File: config.mk
export PLATFORM = sky130hd
export DESIGN_NAME = bseq_top
export DESIGN_NICKNAME = d
export VERILOG_FILES = /design/src/rtl/bseq_pkg.sv /design/src/rtl/bseq_ctrl.sv /design/src/rtl/bseq_order.sv /design/src/rtl/bseq_rdpipe.sv /design/src/rtl/bseq_top.sv
export SDC_FILE = /design/constraint.sdc
export NUM_CORES = 1
export LEC_CHECK = 0
export BUFFER_PORTS_ARGS = -buffer_cell sky130_fd_sc_hd__buf_4
export CAP_MARGIN = 20
export CORE_ASPECT_RATIO = 0.7
export CORE_MARGIN = 5
export CORE_UTILIZATION = 50
export CTS_CLUSTER_DIAMETER = 40
export DETAILED_ROUTE_END_ITERATION = 7
export HOLD_SLACK_MARGIN = 0.08
export PLACE_DENSITY = 0.72
export SETUP_SLACK_MARGIN = 0.4
export SLEW_MARGIN = 20
export SYNTH_ARGS = -nofsm -noshare
export SYNTH_HDL_FRONTEND = slang
export SYNTH_SLANG_ARGS = --single-unit
File: constraint.sdc
create_clock -name clk -period 6.5 [get_ports clk]
set_clock_uncertainty 0.15 [all_clocks]
set_input_delay 1.3 -clock clk [delete_from_list [all_inputs] [get_ports clk]]
set_output_delay 1.3 -clock clk [all_outputs]
set_load 0.05 [all_outputs]
File: src/rtl/bseq_pkg.sv
package bseq_pkg;

  typedef enum logic [2:0] {
    LEN_1    = 3'd0,
    LEN_2    = 3'd1,
    LEN_4    = 3'd2,
    LEN_8    = 3'd3,
    LEN_ROW  = 3'd7
  } len_code_e;

  typedef struct packed {
    logic       lat3;
    logic       interleave;
    logic [2:0] len;
  } mode_t;

  localparam int MODE_W = $bits(mode_t);

endpackage

File: src/rtl/bseq_ctrl.sv
module bseq_ctrl
  import bseq_pkg::*;
#(
  parameter int COL_W = 8
) (
  input  logic             clk,
  input  logic             rst_n,
  input  logic             cmd_start,
  input  logic             cmd_stop,
  input  logic             cmd_write,
  input  mode_t            mode_in,
  input  logic [COL_W-1:0] start_col,
  output logic             busy,
  output logic             last,
  output logic             wr,
  output logic             lat3,
  output logic             il,
  output logic [COL_W-1:0] cnt,
  output logic [COL_W-1:0] base,
  output logic [COL_W-1:0] mask
);

  localparam int LG_W = $clog2(COL_W + 1);

  logic             busy_q, busy_d;
  logic [COL_W-1:0] cnt_q, cnt_d;
  logic [COL_W-1:0] base_q;
  logic [LG_W-1:0]  lg_q, lg_dec;
  logic             il_q, wr_q, lat3_q;
  logic             cfg_en;
  logic             row_mode;
  logic             last_c;

  // size decode of the incoming mode word
  always_comb begin
    case (mode_in.len)
      LEN_1:   lg_dec = '0;
      LEN_2:   lg_dec = LG_W'(1);
      LEN_4:   lg_dec = LG_W'(2);
      LEN_8:   lg_dec = LG_W'(3);
      LEN_ROW: lg_dec = LG_W'(COL_W);
      default: lg_dec = '0;
    endcase
  end

  // block mask: bit i set when i < log2(size)
  for (genvar i = 0; i < COL_W; i++) begin : g_mask
    assign mask[i] = (LG_W'(i) < lg_q);
  end

  assign row_mode = (lg_q == LG_W'(COL_W));
  assign last_c   = busy_q && !row_mode && (cnt_q == mask);
  assign cfg_en   = cmd_start;

  // next state
  always_comb begin
    busy_d = busy_q;
    cnt_d  = cnt_q;
    if (cmd_start) begin
      busy_d = 1'b1;
      cnt_d  = '0;
    end else if (cmd_stop) begin
      busy_d = 1'b0;
    end else if (busy_q) begin
      if (last_c) busy_d = 1'b0;
      else        cnt_d  = cnt_q + 1'b1;
    end
  end

  always_ff @(posedge clk or negedge rst_n) begin
    if (!rst_n) begin
      busy_q <= 1'b0;
      cnt_q  <= '0;
    end else begin
      busy_q <= busy_d;
      cnt_q  <= cnt_d;
    end
  end

  always_ff @(posedge clk or negedge rst_n) begin
    if (!rst_n) begin
      base_q <= '0;
      lg_q   <= '0;
      il_q   <= 1'b0;
      wr_q   <= 1'b0;
      lat3_q <= 1'b0;
    end else if (cfg_en) begin
      base_q <= start_col;
      lg_q   <= cmd_write ? '0 : lg_dec;
      il_q   <= mode_in.interleave && (mode_in.len != LEN_ROW);
      wr_q   <= cmd_write;
      lat3_q <= mode_in.lat3;
    end
  end

  assign busy = busy_q;
  assign last = last_c;
  assign wr   = wr_q;
  assign lat3 = lat3_q;
  assign il   = il_q;
  assign cnt  = cnt_q;
  assign base = base_q;

  a_r9_restart_beat0: assert property (@(posedge clk) disable iff (!rst_n)
    cmd_start |=> (busy_q && cnt_q == '0 && base_q == $past(start_col)));

  a_r8_stop_halts: assert property (@(posedge clk) disable iff (!rst_n)
    (cmd_stop && !cmd_start) |=> !busy_q);

  a_r6_last_closes: assert property (@(posedge clk) disable iff (!rst_n)
    (last_c && !cmd_start) |=> !busy_q);

endmodule

File: src/rtl/bseq_order.sv
module bseq_order #(
  parameter int COL_W = 8
) (
  input  logic [COL_W-1:0] base,
  input  logic [COL_W-1:0] cnt,
  input  logic [COL_W-1:0] mask,
  input  logic             il,
  output logic [COL_W-1:0] col
);

  logic [COL_W-1:0] low_seq, low_il;

  assign low_seq = base + cnt;
  assign low_il  = base ^ cnt;
  assign col     = (base & ~mask) | ((il ? low_il : low_seq) & mask);

endmodule

File: src/rtl/bseq_rdpipe.sv
module bseq_rdpipe #(
  parameter int MAX_CL = 3,
  localparam int CL_W = $clog2(MAX_CL + 1)
) (
  input  logic            clk,
  input  logic            rst_n,
  input  logic            issue,
  input  logic [CL_W-1:0] cl,
  output logic            rd_valid
);

  logic [MAX_CL-1:0] sr_q, sr_d;

  // a beat with latency c enters at slot c-1 and walks down to slot 0
  for (genvar i = 0; i < MAX_CL; i++) begin : g_slot
    if (i == MAX_CL - 1) begin : g_top
      assign sr_d[i] = issue && (cl == CL_W'(i + 1));
    end else begin : g_mid
      assign sr_d[i] = sr_q[i+1] | (issue && (cl == CL_W'(i + 1)));
    end
  end

  always_ff @(posedge clk or negedge rst_n) begin
    if (!rst_n) sr_q <= '0;
    else        sr_q <= sr_d;
  end

  assign rd_valid = sr_q[0];

  a_r10_lat2_strobe: assert property (@(posedge clk) disable iff (!rst_n)
    (issue && cl == CL_W'(2)) |-> ##2 rd_valid);

  a_r10_lat3_strobe: assert property (@(posedge clk) disable iff (!rst_n)
    (issue && cl == CL_W'(3)) |-> ##3 rd_valid);

endmodule

File: src/rtl/bseq_top.sv
module bseq_top
  import bseq_pkg::*;
#(
  parameter int COL_W  = 8,
  parameter int MAX_CL = 3
) (
  input  logic             clk,
  input  logic             rst_n,
  input  logic [4:0]       mode_word,
  input  logic             cmd_start,
  input  logic             cmd_write,
  input  logic             cmd_stop,
  input  logic [COL_W-1:0] start_col,
  output logic             col_valid,
  output logic [COL_W-1:0] col_addr,
  output logic             col_last,
  output logic             col_write,
  output logic             rd_valid
);

  localparam int CL_W = $clog2(MAX_CL + 1);

  mode_t            mode_in;
  logic             busy, last, wr, lat3, il;
  logic [COL_W-1:0] cnt, base, mask;
  logic [CL_W-1:0]  cl;
  logic             issue;

  assign mode_in = mode_t'(mode_word);

  bseq_ctrl #(.COL_W(COL_W)) u_ctrl (
    .clk       (clk),
    .rst_n     (rst_n),
    .cmd_start (cmd_start),
    .cmd_stop  (cmd_stop),
    .cmd_write (cmd_write),
    .mode_in   (mode_in),
    .start_col (start_col),
    .busy      (busy),
    .last      (last),
    .wr        (wr),
    .lat3      (lat3),
    .il        (il),
    .cnt       (cnt),
    .base      (base),
    .mask      (mask)
  );

  bseq_order #(.COL_W(COL_W)) u_order (
    .base (base),
    .cnt  (cnt),
    .mask (mask),
    .il   (il),
    .col  (col_addr)
  );

  assign issue = busy && !wr;
  assign cl    = lat3 ? CL_W'(3) : CL_W'(2);

  bseq_rdpipe #(.MAX_CL(MAX_CL)) u_pipe (
    .clk      (clk),
    .rst_n    (rst_n),
    .issue    (issue),
    .cl       (cl),
    .rd_valid (rd_valid)
  );

  assign col_valid = busy;
  assign col_last  = last;
  assign col_write = busy && wr;

  a_r7_write_single: assert property (@(posedge clk) disable iff (!rst_n)
    (col_valid && col_write) |-> col_last);

  a_r7_write_no_strobe_src: assert property (@(posedge clk) disable iff (!rst_n)
    (cmd_start && cmd_write) |=> (col_addr == $past(start_col)));

endmodule

# Yosys cells after proc, flatten, opt, wreduce, memory -nomap -nowiden
# Index checks and enable logic that the tools add are counted.
[op_classes]
addsub = 2
magnitude_cmp = 8
eq_ne = 12
n_mux = 12
bitwise = 7
n_reduce_logical = 12
[ops]
columns = ["op", "count"]
rows = [
  ["two-way mux 8 bit", 5],
  ["AND 8 bit", 2],
  ["less-than comparator 3 x 4 -> 1 bit (first input constant)", 4],
  ["case mux 4 bit (4 select lines)", 1],
  ["adder 8 x 1 -> 8 bit (second input constant)", 1],
  ["adder 8 bit", 1],
  ["equality test 8 bit", 1],
  ["logical AND 1 bit", 8],
  ["less-than comparator 1 x 4 -> 1 bit (first input constant)", 2],
  ["less-than comparator 2 x 4 -> 1 bit (first input constant)", 2],
  ["inverter 8 bit", 1],
  ["OR 8 bit", 1],
  ["XOR 8 bit", 1],
  ["equality test 3 x 2 -> 1 bit (second input constant)", 2],
  ["two-way mux 1 bit", 5],
  ["equality test 2 bit (second input constant)", 2],
  ["equality test 4 bit (second input constant)", 1],
  ["two-way mux 4 bit", 1],
  ["inequality test 2 bit (second input constant)", 2],
  ["equality test 3 x 1 -> 1 bit (second input constant)", 1],
  ["equality test 3 bit (second input constant)", 1],
  ["inequality test 3 bit (second input constant)", 1],
  ["AND reduction 3 bit", 1],
  ["equality test 2 x 1 -> 1 bit (second input constant)", 1],
  ["other kinds (3)", 5],
]
[totals]
regBits = 27
input_bits = 18
elab_cells = 61

# Depth between registers and ports, before layout
[logic_depth]
depth_word = 8
ltp_mapped = 8
depth_no_buf = 8

# By module
# From an unflattened synthesis, not the netlist that was laid out.
[hier_totals]
cells_unflattened = 187
hier_area_um2 = 1767.9
[by_module_without_submodules]
columns = ["mod", "instances", "cells_each", "area_each_um2"]
rows = [
  ["bseq_ctrl", 1, 115, 1222.4],
  ["bseq_order", 1, 61, 420.4],
  ["bseq_rdpipe", 1, 8, 105.1],
  ["bseq_top", 1, 3, 20.0],
]

# Worst setup path before layout
# Ideal clock, no wire load.
[synth_path]
path_kind = "reg-to-output"
start = "register u_ctrl.cnt_q[0], in the netlist u_ctrl.cnt[0]"
end = "output port col_addr[1]"
arrival_ns = 2.343
setup_slack_ns = 2.707
stages_incl_launch_ff = 7
cell_sequence = "dfrtp_1 ha_1 inv_1 fa_1 nand2_1 o21ai_0 o21ai_0"
[synth_via]
elab_chain_len = 4
[synth_lines]
columns = ["element", "line", "rtl"]
rows = [
  ["start, declared", "bseq_ctrl.sv:26", "logic [COL_W-1:0] cnt_q, cnt_d;"],
  ["start signal, assigned", "bseq_ctrl.sv:76", "cnt_q <= cnt_d;"],
  ["adder 8 bit", "bseq_order.sv:13", "assign low_seq = base + cnt;"],
  ["two-way mux 8 bit", "bseq_order.sv:15", "assign col = (base & ~mask) | ((il ? low_il : low_seq) & mask);"],
  ["AND 8 bit", "bseq_order.sv:15", ""],
  ["OR 8 bit", "bseq_order.sv:15", ""],
  ["end, declared", "bseq_top.sv:15", "output logic [COL_W-1:0] col_addr,"],
]
# Every way passes these cells.

# Worst setup path after layout
[layout_path]
start = "register u_ctrl.cnt_q[0], in the netlist u_ctrl.cnt[0]"
end = "output port col_addr[6]"
# The elaborated chain is that of the path after synthesis.

==> reports/qor.txt <==
Post-CTS Hold Fix Bufs: 0
clock net sink count: 26
Initial DRC Count: 55
Non-Filler Instances: 261
CTS tree: built
antenna violations before repair: 0
# diodes: 0
largest family of logic cells by synthesized area: simple AND/OR/NAND/NOR gates
Int Pwr: 304.7 uW
fmax: 256.2 MHz
CTS H-Tree Depth: 1
Core ar.: 0.003468 mm2
cell row count: 18
share of layout cells above drive strength 1: 24.17%
DP HPWL: 2.886 mm
simple-gate share of the synthesized area: 25.62%
setup TNS: 0 ps
Post-synth EDFFs: 0
DRC: 0
FFs w/ async S/R, synth: 100.0%
Worst path top cell family by delay: adder cells
Layout fillers: 318
Critical Path Fanout Max: 9
largest net degree at the start of global routing: 37
WS Path Type: reg2out
Die Area: 0.004856 mm2
Post-DRT Antenna Nets: 0
multiplexer area fraction after synthesis: 11.36%
crit-path max cell delay: 520 ps
total track usage: 17.62%
Nets: 239
area of the mapped netlist: 0.001773 mm2
Synth Area in XOR/XNOR: 2.964%
Synth Instances: 188
setup repair after global routing missed its margin: no
adder-cell share of the synthesized area: 6.775%
Final Hold Viols: 0
Hold WC Path Type: reg2reg
Routed WL: 3.854 mm
first-pass GRT wire length: 6.610 mm
CP Data Required Time: 5050 ps
crit share post-route: 60.05%
Area Growth Syn to Fin: 16.87%
DRT Pass-1 Iters: 4
Combinational Power Share: 28.1%
fin crit period: 3903 ps
worst-path cell chain: ha_1 > inv_1 > fa_1 > nor2b_1 > o21ai_0 > a21oi_1 > o211ai_1 > nand3b_1 > buf_4
status: completed
complex-gate fraction of the synthesized area: 11.93%
worst path bufs/invs: 2
Worst-path clk slew: 100 ps
vias per cell: 5.444
Post CTS Setup Buffer Count: 0
GR Overflow Total: 0
Worst Max-Slew Pin Slew: 748.8 ps
clock root cell: clkbuf_8
Net Switching: 148.6 uW
sequential power share: 41.6%
die height: 59.82 um
Worst Setup End Kind: output pin
maximum clock insertion buffer count: 2
critical path arrival: 2450 ps
Port Buffers: 29
Yosys reg bits: 26
Mapped Nets: 215
Pins Over Slew Limit: 0
Avg Cell Area, Syn: 9.431 um2
Clock Latency Late Sink: 280 ps
CTS Buf Count: 3
DR WL/cell: 14.77 um
sequential share of the synthesized area: 36.70%
relative slew slack: 50.08%
Clk network pwr share: 30.3%
slowest cell on the critical path: dfrtp_1
Yosys warning count: 0
GP Congestion: 0.8466
chip width: 81.17 um
Pwr per Cell Area: 218.7 mW/mm2
vias in the first global route: 1419
post_cts resized: 0
Synth cell types: 44
Top FF cell, synth: dfrtp_1
Static Leak: 0.0009104 uW
max cap viols: 0
switching share of power: 32.78%
placed insts: 257
CP Launch Type: register
Worst VDD drop: 0.0001363 V
# setup viols final: 0
vias: 1421
IO Pins: 30
Starting Density: 51.12%
[path summary, 6_finish.rpt]
path	startpoint	endpoint	slack [ps]	cells after the start
max reg2reg	u_ctrl.lg_q[3]	u_ctrl.cnt[7]	4100	5
min in group asynchronous	rst_n	u_ctrl.cnt[2]	770	1
min reg2reg	u_pipe.sr_q[1]	u_pipe.sr_q[0]	210	0
max in group asynchronous	rst_n	u_ctrl.cnt[1]	5180	1
min	u_pipe.sr_q[1]	u_pipe.sr_q[0]	210	0
max	u_ctrl.cnt[0]	col_addr[6]	2600	9
[power by group through the flow]
| stage | Sequential (uW) | Combinational, uW | Clock (uW) |
|---|---|---|---|
| finish | 189 | 128 | 137 |
| global route | 191 | 138 | 145 |
| CTS | 189 | 129 | 140 |
| detailed placement | 192 | 128 | 0 |
| global placement | 190 | 125 | 0 |
| floorplan | 190 | 89.5 | 0 |
[worst register-to-register path, stage by stage (launching register included)]
cell      delay [ps]
dfrtp_1          840
and4bb_1         280
nor3_2           190
a211oi_4         100
nor4_1           390
mux2_1           360
[placed cells by master (no fill, tap or decap), types with 8 or more instances in the layout]
cell	n
dfrtp_1	26
mux2_2	10
buf_4	29
nand2_1	14
a21oi_1	8
o21ai_0	9
nor2_1	19
nor2b_1	11
ha_1	8
[layout make-up]
cell class | count | area, um2 | area share (%)
repair buffers | 29 | 217.7 | 10.51
clock buffers | 3 | 41.29 | 1.993
flip-flops and latches | 26 | 650.6 | 31.40
clock inverters | 1 | 30.03 | 1.449
inverters | 8 | 30.03 | 1.449
multi-input cells | 144 | 1040 | 50.18
well taps | 50 | 62.56 | 3.019
[metal layers]
layer	part of all wire [%]	up-vias	GRT usage (%)
met5	0	-	0
met4	0.78	0	4.096
met3	4.4	5	3.916
met2	48	29	30.76
met1	47	675	22.42
li1	-	712	-
[synthesized netlist by cell type, types with 2 or more instances]
cell type / n / area, um2
a21oi_1: 8 / 40.04
and2_1: 2 / 12.51
buf_1: 2 / 7.510
buf_6: 2 / 22.52
clkbuf_1: 6 / 22.52
dfrtp_1: 26 / 650.6
ha_1: 8 / 100.1
inv_1: 7 / 26.28
mux2_1: 7 / 78.83
mux2_2: 10 / 112.6
nand2_1: 14 / 52.55
nand2b_1: 3 / 18.77
nand3_1: 6 / 30.03
nand3b_1: 3 / 22.52
nand4_1: 5 / 31.28
nor2_1: 19 / 71.32
nor2b_1: 11 / 68.82
nor3_1: 4 / 20.02
nor3_2: 2 / 20.02
nor4_1: 6 / 37.54
o211ai_1: 2 / 15.01
o21ai_0: 9 / 45.04
xnor2_1: 3 / 26.28
xor2_1: 3 / 26.28
[stage by stage]
| step | worst slack (ps) | total power, uW | hold slack [ps] | cell area [um2] | util, % |
|---|---|---|---|---|---|
| 6_report | 2597 | 453.2 | 211.3 | 2072 | 59.74 |
| 5_1_grt | 2451 | 473.2 | 221.6 | 2072 | 59.74 |
| 3_5_place_dp | 2948 | 319.7 | 195.5 | 2001 | 57.68 |
| 2_1_floorplan | 2707 | 279.6 | 181.2 | 1773 | - |
| 4_1_cts | 2592 | 457.2 | 217.6 | 2072 | 59.74 |
| 3_3_place_gp | 3014 | 315.6 | 182.2 | 2001 | 57.68 |
[cells by family after synthesis]
kind of cell | Yosys count
compound gates | 30
xor+xnor | 6
fa+ha+maj | 9
buf+inv | 18
flops | 26
mux | 18
simple gates | 81
[flip-flops by register name, indices dropped and copies added (netlist names)]
name and flops:
u_ctrl.busy 1, u_ctrl.cnt 8, u_ctrl.base 8, u_ctrl.lat3 1, u_ctrl.il 1, u_ctrl.lg_q 3, u_pipe.sr_q 3, u_ctrl.wr 1
No activity file was read; power rests on OpenSTA's default activity.
